**src/rtl/poly_pkg.sv**
```systemverilog
package poly_pkg;

    typedef enum logic [1:0] {
        OP_PASS = 2'd0,
        OP_ADD  = 2'd1,
        OP_MUL  = 2'd2
    } alu_op_e;

    typedef enum logic [2:0] {
        ST_IDLE = 3'd0,
        ST_SEED = 3'd1,
        ST_SQR  = 3'd2,
        ST_ACC1 = 3'd3,
        ST_ACC2 = 3'd4
    } seq_state_e;

    // control word issued to the datapath each cycle
    typedef struct packed {
        logic    cap_x;   // copy external operand into holding register
        logic    ld_a;    // load working register A from ALU
        logic    ld_b;    // load working register B from ALU
        logic    sel_a;   // 0: held x, 1: register A (first operand)
        logic    sel_b;   // 0: register A, 1: register B (second operand)
        alu_op_e op;
    } ctrl_word_t;

endpackage

```
**src/rtl/poly_alu.sv**
```systemverilog
module poly_alu
    import poly_pkg::*;
#(
    parameter int W = 16
) (
    input  alu_op_e        op_i,
    input  logic [W-1:0]   a_i,
    input  logic [W-1:0]   b_i,
    output logic [W-1:0]   y_o
);

    logic [2*W-1:0] prod;

    always_comb begin
        prod = a_i * b_i;
        unique case (op_i)
            OP_PASS: y_o = a_i;
            OP_ADD:  y_o = a_i + b_i;
            OP_MUL:  y_o = prod[W-1:0];
            default: y_o = '0;
        endcase
    end

endmodule

```
**src/rtl/poly_ctrl.sv**
```systemverilog
module poly_ctrl
    import poly_pkg::*;
(
    input  logic       clk,
    input  logic       rst_n,
    input  logic       start_i,
    output ctrl_word_t cw_o,
    output logic       done_o
);

    typedef struct packed {
        seq_state_e st;
    } ctrl_reg_t;

    ctrl_reg_t r_d, r_q;

    always_comb begin
        r_d = r_q;
        unique case (r_q.st)
            ST_IDLE: if (start_i) r_d.st = ST_SEED;
            ST_SEED: r_d.st = ST_SQR;
            ST_SQR:  r_d.st = ST_ACC1;
            ST_ACC1: r_d.st = ST_ACC2;
            ST_ACC2: r_d.st = ST_IDLE;
            default: r_d.st = ST_IDLE;
        endcase
    end

    always_ff @(posedge clk or negedge rst_n) begin
        if (!rst_n) r_q <= '{st: ST_IDLE};
        else        r_q <= r_d;
    end

    // control schedule, decoded from the current step
    always_comb begin
        cw_o   = '{cap_x: 1'b0, ld_a: 1'b0, ld_b: 1'b0,
                   sel_a: 1'b0, sel_b: 1'b0, op: OP_PASS};
        done_o = 1'b0;
        unique case (r_q.st)
            ST_IDLE: cw_o.cap_x = start_i;
            ST_SEED: begin
                cw_o.op   = OP_PASS;
                cw_o.ld_a = 1'b1;
                cw_o.ld_b = 1'b1;
            end
            ST_SQR: begin
                cw_o.sel_a = 1'b1;
                cw_o.sel_b = 1'b1;
                cw_o.op    = OP_MUL;
                cw_o.ld_a  = 1'b1;
            end
            ST_ACC1: begin
                cw_o.op   = OP_ADD;
                cw_o.ld_a = 1'b1;
            end
            ST_ACC2: begin
                cw_o.op = OP_ADD;
                done_o  = 1'b1;
            end
            default: ;
        endcase
    end

    // fixed latency from an accepted request to completion
    a_r3_latency: assert property (@(posedge clk) disable iff (!rst_n)
        (start_i && r_q.st == ST_IDLE) |-> ##4 done_o);

    // completion lasts a single cycle
    a_r4_done_single: assert property (@(posedge clk) disable iff (!rst_n)
        done_o |=> !done_o);

    // idle never loads the working registers
    a_r1_idle_quiet: assert property (@(posedge clk) disable iff (!rst_n)
        (r_q.st == ST_IDLE) |-> (!cw_o.ld_a && !cw_o.ld_b && !done_o));

    // a request while busy does not restart the sequence
    a_r6_busy_ignore: assert property (@(posedge clk) disable iff (!rst_n)
        (start_i && r_q.st != ST_IDLE) |=> (r_q.st != ST_SEED));

endmodule

```
**src/rtl/poly_datapath.sv**
```systemverilog
module poly_datapath
    import poly_pkg::*;
#(
    parameter int XW = 8
) (
    input  logic              clk,
    input  logic              rst_n,
    input  ctrl_word_t        cw_i,
    input  logic [XW-1:0]     x_i,
    output logic [2*XW-1:0]   y_o,
    output logic [XW-1:0]     x_held_o
);

    localparam int RW = 2 * XW;

    typedef struct packed {
        logic [XW-1:0] x;
        logic [RW-1:0] ra;
        logic [RW-1:0] rb;
    } dp_reg_t;

    dp_reg_t r_d, r_q;
    logic [RW-1:0] opnd_a, opnd_b, alu_y;

    always_comb begin
        opnd_a = cw_i.sel_a ? r_q.ra : {{XW{1'b0}}, r_q.x};
        opnd_b = cw_i.sel_b ? r_q.rb : r_q.ra;
    end

    poly_alu #(.W(RW)) u_alu (
        .op_i (cw_i.op),
        .a_i  (opnd_a),
        .b_i  (opnd_b),
        .y_o  (alu_y)
    );

    always_comb begin
        r_d = r_q;
        if (cw_i.cap_x) r_d.x  = x_i;
        if (cw_i.ld_a)  r_d.ra = alu_y;
        if (cw_i.ld_b)  r_d.rb = alu_y;
    end

    always_ff @(posedge clk or negedge rst_n) begin
        if (!rst_n) r_q <= '0;
        else        r_q <= r_d;
    end

    assign y_o      = alu_y;
    assign x_held_o = r_q.x;

    // the held operand changes only on capture
    a_r5_hold_x: assert property (@(posedge clk) disable iff (!rst_n)
        !cw_i.cap_x |=> $stable(r_q.x));

    // after the square step register A carries the full-width square
    a_r7_square_full: assert property (@(posedge clk) disable iff (!rst_n)
        (cw_i.op == OP_MUL && cw_i.ld_a) |=>
            (r_q.ra == RW'(r_q.x) * RW'(r_q.x)));

endmodule

```
**src/rtl/poly_seq_unit.sv**
```systemverilog
module poly_seq_unit
    import poly_pkg::*;
#(
    parameter int XW = 8
) (
    input  logic              clk,
    input  logic              rst_n,
    input  logic              start_i,
    input  logic [XW-1:0]     x_i,
    output logic [2*XW-1:0]   result_o,
    output logic              done_o
);

    localparam int RW = 2 * XW;

    ctrl_word_t    cw;
    logic [XW-1:0] x_held;

    poly_ctrl u_ctrl (
        .clk     (clk),
        .rst_n   (rst_n),
        .start_i (start_i),
        .cw_o    (cw),
        .done_o  (done_o)
    );

    poly_datapath #(.XW(XW)) u_dp (
        .clk      (clk),
        .rst_n    (rst_n),
        .cw_i     (cw),
        .x_i      (x_i),
        .y_o      (result_o),
        .x_held_o (x_held)
    );

    // completed value matches the polynomial of the held operand
    a_r2_result: assert property (@(posedge clk) disable iff (!rst_n)
        done_o |-> (result_o == RW'(x_held) * RW'(x_held) + 2 * RW'(x_held)));

endmodule

```
**config.mk**
```make
export PLATFORM = sky130hd
export DESIGN_NAME = poly_seq_unit
export DESIGN_NICKNAME = d
export VERILOG_FILES = /design/src/rtl/poly_pkg.sv /design/src/rtl/poly_alu.sv /design/src/rtl/poly_ctrl.sv /design/src/rtl/poly_datapath.sv /design/src/rtl/poly_seq_unit.sv
export SDC_FILE = /design/constraint.sdc
export NUM_CORES = 1
export LEC_CHECK = 0
export BUFFER_PORTS_ARGS = -buffer_cell sky130_fd_sc_hd__buf_2
export CAP_MARGIN = 20
export CORE_UTILIZATION = 65
export CTS_CLUSTER_SIZE = 10
export DETAILED_ROUTE_END_ITERATION = 10
export PLACE_DENSITY_LB_ADDON = 0.15
export SLEW_MARGIN = 20
export SYNTH_ARGS = -nofsm -noshare
export SYNTH_HDL_FRONTEND = slang
export SYNTH_SLANG_ARGS = --single-unit
export TNS_END_PERCENT = 5
```
**constraint.sdc**
```tcl
create_clock -name clk -period 9.6 [get_ports clk]
set_clock_uncertainty 0.15 [all_clocks]
set_input_delay 0.96 -clock clk [delete_from_list [all_inputs] [get_ports clk]]
set_output_delay 0.96 -clock clk [all_outputs]
set_load 0.05 [all_outputs]
```
### Word-level counts from Yosys, hierarchy flattened

Cells that the tools add are included.

| word-level totals | value |
|---|---|
| latch bits | 0 |
| bits in writable memories | 0 |
| memories kept | 0 |
| ROM bits | 0 |
| output and inout port bits | 17 |
| input port bits | 11 |
| logic and storage cells | 28 |
| register bits after elaboration | 43 |

| cells by class | value |
|---|---|
| shifts and indexed selects | 0 |
| divide/modulo/power cells | 0 |
| add/subtract/negate cells | 1 |
| muxes and demuxes | 11 |
| order comparisons | 0 |
| $mul | 1 |
| bitwise operators | 0 |
| equal/unequal tests | 7 |
| reduce and logical (&&, ||, !) cells | 4 |

Operators with widths:

| kind | count |
|---|---|
| $pmux 16 s3 | 1 |
| $mux 16 | 2 |
| $add 16x16->16 | 1 |
| $mul 16x16->16 | 1 |
| $pmux 3 s4 | 1 |
| $eq 3x2->1 const B | 2 |
| $mux 1 | 4 |
| $pmux 2 s2 | 1 |
| $eq 3x1->1 const B | 1 |
| $eq 3x3->1 const B | 1 |
| $logic_not 3->1 | 1 |
| $mux 3 | 1 |
| $reduce_or 3->1 | 1 |
| $eq 2x1->1 const B | 1 |
| $eq 2x2->1 const B | 1 |
| $logic_not 2->1 | 1 |
| $mux 2 | 1 |
| $ne 2x2->1 const B | 1 |
| $reduce_or 2->1 | 1 |

### Longest topological paths before layout

Gate-level depths: netlist (run 1).

| depth | value |
|---|---|
| depth in word-level cells | 5 |
| depth in mapped cells | 27 |
| depth with buffers taken out | 24 |

### Hierarchy

Synthesis (run 1) repeated with hierarchy kept, for this count alone.

| unflattened totals | value |
|---|---|
| cells, all modules | 762 |
| area total of the unflattened synthesis | 7238.2 um^2 |

By module, submodules not included:

| module | area an instance (um^2) | seq. area each (um^2) | cells each | instances |
|---|---|---|---|---|
| poly_alu | 4984.8 | 0.0 | 614 | 1 |
| poly_datapath | 2073.2 | 1001.0 | 129 | 1 |
| poly_ctrl | 180.2 | 75.1 | 19 | 1 |

### Least setup slack after synthesis (run 1)

No wires, ideal clock.

| timing path | value |
|---|---|
| path kind | reg-to-output |
| start | reg u_ctrl.r_q[0] in the netlist's numbering |
| end | out result_o[13] |
| arrival | 6676 ps |
| cell stages (with the launch flop) | 27 |
| path buffers | 4 |
| data required time | 8490 ps |
| path slack | 1814 ps |
| path through | dfrtp_1 > buf_6 > nor3b_2 > buf_6 > buf_8 > clkbuf_1 > mux2i_1 > inv_1 > ha_1 > inv_1 > fa_1 > fa_1 > inv_1 > ha_1 > fa_1 > ha_1 > inv_1 > fa_1 > inv_1 > ha_1 > o21a_1 > o31a_1 > o41a_1 > a41oi_1 > nand2b_1 > xnor2_1 > o22ai_1 |

| on the way | value |
|---|---|
| cells in the longest elaborated chain, start to end | 5 |
| elaborated cells on any way between the ends | 14 |
| those cells by class | add/sub (1); mul (1); eq/ne (5); mux (5); reduce/logical (2) |

Ends and longest elaborated chain:

| what | line | RTL |
|---|---|---|
| from (decl) | poly_ctrl.sv:15 | `ctrl_reg_t r_d, r_q;` |
| from (signal assigned) | poly_ctrl.sv:30 | `if (!rst_n) r_q <= '{st: ST_IDLE};` |
| from (signal assigned) | poly_ctrl.sv:31 | `else r_q <= r_d;` |
| $eq 3x2->1 / $eq 3x3->1 (equally long branches) | poly_ctrl.sv:39 | `unique case (r_q.st)` |
| $mux 2 / $reduce_or 2->1 (equally long branches) | -- |  |
| $mux 16 (tied with other cells) | poly_datapath.sv:26 | `opnd_a = cw_i.sel_a ? r_q.ra : {{XW{1'b0}}, r_q.x};` |
| $mul 16x16->16 (tied with other cells) | poly_alu.sv:15 | `prod = a_i * b_i;` |
| $pmux 16 s3 (*) | poly_alu.sv:16 | `unique case (op_i)` |
| to (decl) | poly_seq_unit.sv:10 | `output logic [2*XW-1:0] result_o,` |

Mark *: on every way between the ends. The rest lies on a longest branch, timed or not.

### Worst setup path after layout (run 1)

| timing path | value |
|---|---|
| start | reg u_ctrl.r_q[1] in the netlist's numbering |
| end | out result_o[14] |

Same word-level chain as after synthesis.

==> results of run 1 <==
[placed cells by master (no fill, tap or decap), types with 3 or more instances in the layout]
master | synthesis | routed
inv_1 | 144 | 144
nand2_1 | 97 | 97
nor2_1 | 93 | 93
fa_1 | 80 | 80
ha_1 | 65 | 65
dfrtp_1 | 43 | 43
xnor2_1 | 37 | 37
buf_2 | 2 | 26
mux2i_1 | 22 | 22
a21oi_1 | 21 | 21
o21ai_0 | 21 | 21
mux2_2 | 15 | 15
nand3_1 | 13 | 13
and3_1 | 12 | 12
and2_1 | 11 | 11
nor2b_1 | 10 | 10
buf_4 | 1 | 10
xor2_1 | 9 | 9
nor3_1 | 8 | 8
a221oi_1 | 6 | 6
clkbuf_8 | 0 | 6
a21o_1 | 4 | 4
a22o_1 | 4 | 4
a211oi_1 | 4 | 4
nand2b_1 | 3 | 3
or2_2 | 3 | 3
a211o_1 | 3 | 3
[through the flow]
stage | worst slack, ps | cell area [um2] | std cells | utilization | hold WS, ps
floorplan | 1814 | 6718 | 783 | - | 314.1
finish | 823.2 | 7111 | 939 | 0.7176 | 361.9
global placement | 1387 | 6987 | 931 | 0.7051 | 331.5
CTS | 890.2 | 7108 | 939 | 0.7173 | 359.0
global route | 487.9 | 7111 | 939 | 0.7176 | 395.5
detailed placement | 1226 | 6987 | 931 | 0.7051 | 341.1
[worst paths after layout]
| check | cells after the start | startpoint | endpoint | slack [ps] |
|---|---|---|---|---|
| setup / recovery | 24 | u_ctrl.r_q[1] | result_o[14] | 820 |
| hold / removal | 1 | u_dp.r_q[8] | u_dp.r_q[8] | 360 |
| setup reg to reg | 24 | u_ctrl.r_q[1] | u_dp.r_q[30] | 1930 |
| hold reg to reg | 1 | u_dp.r_q[8] | u_dp.r_q[8] | 360 |
| max in group asynchronous | 1 | rst_n | u_dp.r_q[10] | 8430 |
| min in group asynchronous | 1 | rst_n | u_dp.r_q[31] | 490 |
[sequential cells by signal (all words and copies together) (netlist names)]
register / cells
u_ctrl.r_q: 3
u_dp.r_q: 32
u_dp.x_held_o: 8
[metal layers]
layer	GRT usage	wire [um]	up-vias
li1	-	-	2527
met3	0.05349	1514	37
met5	0	0	-
met2	0.6122	8891	263
met1	0.4937	7659	2710
met4	0.1102	468	0
[cells by family after synthesis]
family,count (synthesis),synth area share
xor gates and xnor gates,48,0.06668
adders and majority gates,145,0.3595
muxes,39,0.06202
buffers and inverters,165,0.09704
DFF,43,0.1602
and+or+nand+nor,255,0.1656
AOI/OAI and AO/OA,88,0.08903
[worst register-to-register path, cell delays in order (launching register included)]
cell     delay (ps)
dfrtp_1         510
nor3b_4         240
buf_4           460
mux2i_1         660
inv_1           150
ha_1            300
xor2_1          190
ha_1            210
a21oi_1         180
fa_1            470
fa_1            520
fa_1            560
inv_1            50
fa_1            470
inv_1            50
fa_1            480
inv_1            50
ha_1            350
and3_1          180
a21oi_1         110
o21ai_1         110
o41ai_1         360
xnor2_1         170
a211o_1         340
mux2_2          270
[area by class of cell]
class,instances,area [um2],area share
Multi-Input combinational cell,575,5001,0.7033
Clock buffer,6,82.58,0.01161
Tap cell,133,166.4,0.02340
Inverter,144,540.5,0.07602
Clock inverter,2,38.79,0.005455
Sequential cell,43,1076,0.1513
Timing Repair Buffer,36,205.2,0.02886
==> results.py, run 1 <==
metrics = {
    "outcome": {
        "status": "completed",
    },
    "sta": {
        "worst_pin_slew_ps": 946.8,
        "slew_violations": 0,
        "max_slew_margin": 0.3672,
        "max_freq_ghz": 0.1139,
        "finalHoldViolCount": 0,
        "fin_crit_ps": 8777,
        "setup_viol": 0,
        "fin_crit_sh": 0.9143,
        "rsz0062_at_grt": "no",
        "fin_tns_setup_ps": 0,
    },
    "cts": {
        "numCtsBuffers": 5,
        "cts.sinks": 43,
        "cts_root_buffer": "clkbuf_8",
        "cts_tree": "done",
        "cts.htree.levels": 2,
        "postCtsSetupRepairBufs": 0,
        "cts_hold_buf": 0,
        "cts_resized": 0,
        "cts_buffer_depth": 2,
        "worst_skew_pair.late_latency_ps": 300,
        "cts.clk_slew.worst_paths_ps": 80,
    },
    "floorplan": {
        "chipWidth_um": 103.7,
        "rows": 36,
        "io_pins": 28,
        "die-area_um2": 10750,
        "start_util": 0.6779,
        "die_h_um": 103.7,
        "core-area_um2": 9910,
    },
    "worst_setup_path": {
        "required_ps": 8490,
        "crit_path_cell_trace": "nor3b_4 -> buf_4 -> mux2i_1 -> inv_1 -> ha_1 -> xor2_1 -> ha_1 -> a21oi_1 -> fa_1 -> fa_1 -> fa_1 -> inv_1 -> fa_1 -> inv_1 -> fa_1 -> inv_1 -> ha_1 -> and3_1 -> a21oi_1 -> o21ai_1 -> o41ai_1 -> xnor2_1 -> a211o_1 -> buf_2",
        "cp.arrival_ps": 7670,
        "crit_buf_inv": 6,
        "cp_top_family": "adder cells",
        "cp_slowest_cell": "mux2i_1",
        "crit_path_end_kind": "output port",
        "critical_path.max_stage_delay_ps": 640,
        "crit_path_start_kind": "flop",
        "worstSetupPathType": "flop to output port",
        "path_common_cell": "fa_1",
        "cp_max_fo": 37,
    },
    "min_path": {
        "hold_class": "flop to flop",
    },
    "routing": {
        "via_per_inst": 5.897,
        "drt_iter0_markers": 517,
        "drcViolationCount": 0,
        "vias": 5537,
        "wl_per_cell_um": 19.74,
        "totalWireLength_um": 18530,
        "dr.pass1.iters": 8,
        "ant_nets": 0,
    },
    "layout": {
        "fillers": 797,
        "drive_gt1_frac": 0.08933,
        "areaGrowthSynthToFinish_pct": 5.848,
        "antenna_cells": 0,
        "nets": 961,
    },
    "global_route": {
        "grtUsageTotal": 0.3653,
        "antenna_found_initial": 0,
        "overflow": 0,
        "grt_pass1_vias": 5799,
        "grt_start_max_net_pins": 44,
        "grt_pass1_wl_um": 30060,
    },
    "logic_synthesis": {
        "ys_seq_area_frac": 0.1602,
        "yosys_most_used_dff": "dfrtp_1",
        "yosysWarnings": 0,
        "ys_top_cells_by_area": "fa_1 24%, dfrtp_1 16%, ha_1 12%, inv_1 8.0%, nand2_1 5.4%",
        "synth_cell_types": 53,
        "synth.top_cell.area_share": 0.2384,
        "synth_area_leader_cell": "fa_1",
        "synth_common_cells": "144 x inv_1, 97 x nand2_1, 93 x nor2_1",
        "synth.most_common_cell": "inv_1",
        "syn_area_um2": 6718,
        "synth_area_per_cell_um2": 8.579,
        "synth_nets": 939,
        "syn_inst": 783,
        "ys_ff_latch": 43,
        "synth_edf_count": 0,
        "ys_async_sr_fraction": 1.000,
    },
    "place": {
        "hpwl_um": 15090,
        "gp_congestion": 0.9891,
        "portBuffers": 27,
    },
    "run": {
        "cap_violations": 0,
    },
}
Power of run 1 is left out: the tool's default activity adds up to more than one toggle a clock period on the data nets, which glitch-free logic cannot reach.
==> run 2: changes to the inputs <==
- PLACE_DENSITY: not set -> 0.94
- PLACE_DENSITY_LB_ADDON: 0.15 -> not set
==> results.py, run 2 (synthesis results as in run 1) <==
metrics = {
    "sta": {
        "setup_viol": 0,
        "finalHoldViolCount": 0,
        "rsz0062_at_grt": "no",
        "max_slew_margin": 0.3175,
        "fin_crit_ps": 9284,
        "slew_violations": 0,
        "fin_crit_sh": 0.9670,
        "fin_tns_setup_ps": 0,
        "max_freq_ghz": 0.1077,
        "worst_pin_slew_ps": 1023,
        "holdWs_ps": 379.8,
    },
    "layout": {
        "largest_reg_flops": 32,
        "top_register": "u_dp.r_q",
        "final_area_um2": 7079,
        "drive_gt1_frac": 0.08922,
        "final_cell_mix": "144 x inv_1, 97 x nand2_1, 93 x nor2_1",
        "antenna_cells": 0,
        "multiInputGateArea_um2": 5001,
        "fin_util": 0.7144,
        "nets": 962,
        "seqCellArea_um2": 1076,
        "areaGrowthSynthToFinish_pct": 5.383,
        "fillers": 707,
        "final_common_cell": "inv_1",
    },
    "floorplan": {
        "start_util": 0.6779,
        "rows": 36,
        "die_h_um": 103.7,
        "io_pins": 28,
        "core-area_um2": 9910,
        "chipWidth_um": 103.7,
        "die-area_um2": 10750,
    },
    "outcome": {
        "status": "completed",
    },
    "cts": {
        "numCtsBuffers": 5,
        "cts_root_buffer": "clkbuf_8",
        "cts.clk_slew.worst_paths_ps": 80,
        "cts_tree": "done",
        "worst_skew_pair.late_latency_ps": 300,
        "cts.htree.levels": 2,
        "cts_buffer_depth": 2,
        "postCtsSetupRepairBufs": 0,
        "cts_hold_buf": 0,
        "cts_resized": 0,
        "cts.sinks": 43,
    },
    "place": {
        "hpwl_um": 14650,
        "gp_congestion": 0.9817,
        "dpl_cell_area_um2": 6994,
        "portBuffers": 27,
    },
    "routing": {
        "dr.pass1.iters": 6,
        "wl_per_cell_um": 19.47,
        "via_per_inst": 6.244,
        "drcViolationCount": 0,
        "ant_nets": 0,
        "totalWireLength_um": 18300,
        "vias": 5869,
        "drt_iter0_markers": 665,
    },
    "global_route": {
        "grt_start_max_net_pins": 44,
        "grt_pass1_vias": 6041,
        "antenna_found_initial": 0,
        "grt_pass1_wl_um": 30170,
        "overflow": 0,
        "grtUsageTotal": 0.3612,
    },
    "min_path": {
        "hold_class": "flop to flop",
    },
    "run": {
        "cap_violations": 0,
    },
    "worst_setup_path": {
        "crit_path_start_kind": "flop",
        "cp_max_fo": 20,
        "required_ps": 8490,
        "cp.arrival_ps": 8170,
        "worstSetupPathType": "flop to output port",
        "crit_path_end_kind": "output port",
    },
}
-- run 2: layout make-up --
cell class	count	share of cell area
Inverter	144	0.07635
Timing Repair Buffer	37	0.02969
Sequential cell	43	0.1520
Multi-Input combinational cell	575	0.7064
Clock buffer	6	0.01025
Clock inverter	2	0.001767
Tap cell	133	0.02351
-- run 2: routing by layer --
layer | GRT usage | routed length, um
met1 | 0.4583 | 6839
met2 | 0.5868 | 8260
met3 | 0.05475 | 1926
met4 | 0.2184 | 1274
met5 | 0 | 0
-- run 2: critical path: stages, from the launching register on --
cell and delay, ps:
dfrtp_1 530, nor3b_4 900, buf_4 340, mux2i_1 820
nor2_1 150, fa_1 570, inv_1 60, fa_1 530
inv_1 40, ha_1 190, fa_1 470, fa_1 550
inv_1 50, fa_1 480, inv_1 50, ha_1 390
nor2_1 70, nor2_1 100, o41a_1 210, a41oi_1 220
a211o_1 350, xnor3_1 240, nand2_1 90, o21ai_1 160
buf_2 300
-- run 2: worst paths after layout --
check / start / slack, ps / to / cells past startpoint
min in group asynchronous: rst_n / 650 / u_dp.r_q[13] / 1
worst max-delay path: u_ctrl.r_q[1] / 320 / result_o[15] / 24
worst min-delay path: u_dp.r_q[10] / 380 / u_dp.r_q[10] / 1
worst max register to register: u_ctrl.r_q[1] / 1640 / u_dp.r_q[30] / 22
max in group asynchronous: rst_n / 8070 / u_dp.r_q[9] / 1
worst min register to register: u_dp.r_q[10] / 380 / u_dp.r_q[10] / 1
-- run 2: stage by stage --
| stage | worst slack, ps | std cells |
|---|---|---|
| floorplan | 1814 | 783 |
| global placement | 1075 | 932 |
| detailed placement | 867.5 | 932 |
| CTS | 543.6 | 940 |
| global route | 99.00 | 940 |
| finish | 316.4 | 940 |
Power of run 2 is left out for the same reason.
==> run 3: changes to the inputs <==
- ABC_AREA: not set -> 1
==> results.py, run 3 <==
metrics = {
    "worst_setup_path": {
        "required_ps": 8490,
        "crit_path_start_kind": "flop",
        "critical_path.max_stage_delay_ps": 860,
        "cp_max_fo": 29,
        "crit_path_end_kind": "output port",
        "cp.arrival_ps": 7530,
        "cp_slowest_cell": "dfrtp_1",
        "worstSetupPathType": "flop to output port",
        "reg2reg_depth": 30,
        "reg2reg_from": "u_ctrl.r_q[1]",
        "path_common_cell": "nand2_1",
        "crit_path_start": "u_ctrl.r_q[1]",
    },
    "routing": {
        "drcViolationCount": 0,
        "vias": 6947,
        "totalWireLength_um": 21280,
        "drt_iter0_markers": 704,
        "via_per_inst": 5.963,
        "wl_per_cell_um": 18.27,
        "ant_nets": 0,
        "dr.pass1.iters": 6,
    },
    "cts": {
        "cts_root_buffer": "clkbuf_8",
        "postCtsSetupRepairBufs": 0,
        "cts.sinks": 43,
        "cts.htree.levels": 2,
        "cts_hold_buf": 0,
        "cts_buffer_depth": 2,
        "cts_resized": 0,
        "cts.clk_slew.worst_paths_ps": 80,
        "cts_tree": "done",
        "numCtsBuffers": 5,
        "worst_skew_pair.late_latency_ps": 310,
    },
    "logic_synthesis": {
        "synth.most_common_cell": "nand2_1",
        "synth.top_cell.area_share": 0.2246,
        "yosysWarnings": 0,
        "ys_seq_area_frac": 0.1509,
        "syn_inst": 1010,
        "ys_top_cells_by_area": "fa_1 22%, dfrtp_1 15%, nand2_1 13%, ha_1 11%, inv_1 11%",
        "syn_area_um2": 7131,
        "synth_nets": 1166,
        "yosys_most_used_dff": "dfrtp_1",
        "synth_common_cells": "252 x nand2_1, 215 x inv_1, 104 x nor2_1",
        "ys_async_sr_fraction": 1.000,
        "synth_area_leader_cell": "fa_1",
        "synth_edf_count": 0,
        "synth_area_per_cell_um2": 7.060,
        "synth_cell_types": 42,
        "ys_ff_latch": 43,
    },
    "floorplan": {
        "start_util": 0.6815,
        "die_h_um": 106.7,
        "chipWidth_um": 106.7,
        "io_pins": 28,
        "core-area_um2": 10460,
        "rows": 37,
        "die-area_um2": 11390,
    },
    "sta": {
        "rsz0062_at_grt": "no",
        "fin_crit_ps": 8644,
        "max_slew_margin": 0.2741,
        "max_freq_ghz": 0.1157,
        "setup_viol": 0,
        "fin_crit_sh": 0.9005,
        "slew_violations": 0,
        "fin_tns_setup_ps": 0,
        "worst_pin_slew_ps": 1086,
        "finalHoldViolCount": 0,
    },
    "outcome": {
        "status": "completed",
    },
    "layout": {
        "final_common_cell": "nand2_1",
        "antenna_cells": 0,
        "areaGrowthSynthToFinish_pct": 4.369,
        "top_register": "u_dp.r_q",
        "drive_gt1_frac": 0.06997,
        "nets": 1184,
        "largest_reg_flops": 32,
        "final_cell_mix": "252 x nand2_1, 215 x inv_1, 104 x nor2_1",
    },
    "min_path": {
        "hold_depth": 2,
        "hp-start": "u_dp.r_q[8]",
        "hold_class": "flop to flop",
    },
    "place": {
        "hpwl_um": 17260,
        "gp_congestion": 1.054,
        "portBuffers": 27,
    },
    "global_route": {
        "grt_pass1_vias": 7009,
        "grt_start_max_net_pins": 44,
        "grtUsageTotal": 0.4031,
        "antenna_found_initial": 0,
        "overflow": 0,
        "grt_pass1_wl_um": 34740,
    },
    "run": {
        "cap_violations": 0,
    },
}
==> run 3: cell type report <==
cell class	count	area [um2]
clock buffers	6	72.57
clock inverters	2	12.51
fillers	898	3020
inverters	216	810.8
multi-input cells	730	5125
flip-flops and latches	43	1076
well taps	136	170.2
repair buffers	32	175.2
==> run 3: final timing paths <==
kind                       slack [ps]       endpoint
setup / recovery                  960   result_o[14]
hold reg to reg                   330    u_dp.r_q[8]
min in group asynchronous         470   u_dp.r_q[31]
hold / removal                    330    u_dp.r_q[8]
setup reg to reg                 2180   u_dp.r_q[30]
max in group asynchronous        8430  u_ctrl.r_q[2]
==> run 3: critical path, delay by kind of cell (launching register included) <==
kind	cells	cell delay, ps
fa+ha+maj	8	3350
simple gates	12	1370
flops	1	860
buf+inv	6	610
compound gates	4	1040
==> run 3: cells by family (layout without fill, tap and decap cells) <==
logic type	Yosys count	count (layout)	share of synthesized area
AND/OR/NAND/NOR	450	450	0.2636
buffers and inverters	237	256	0.1304
adder cells (fa/ha/maj)	145	145	0.3387
AO/OA/AOI/OAI	122	122	0.09949
flip-flops	43	43	0.1509
XOR/XNOR	10	10	0.01228
multiplexers	3	3	0.004737
==> run 3: routing by layer <==
metal,global-route usage,vias to the layer above,wire length (um)
li1,-,3134,-
met1,0.5241,3205,7830
met2,0.6493,492,9587
met3,0.06079,116,2510
met4,0.2192,0,1353
met5,0,-,0
==> run 3: stage by stage <==
stage	util	setup slack (ps)	hold slack, ps	cells	area (um2)
floorplan	-	2010	277.4	1010	7131
global placement	0.7029	1653	291.0	1157	7355
detailed placement	0.7029	1408	310.1	1157	7355
CTS	0.7111	1093	329.0	1165	7440
global route	0.7113	507.4	355.2	1165	7442
finish	0.7113	955.7	328.5	1165	7442
Power of run 3 is left out for the same reason.
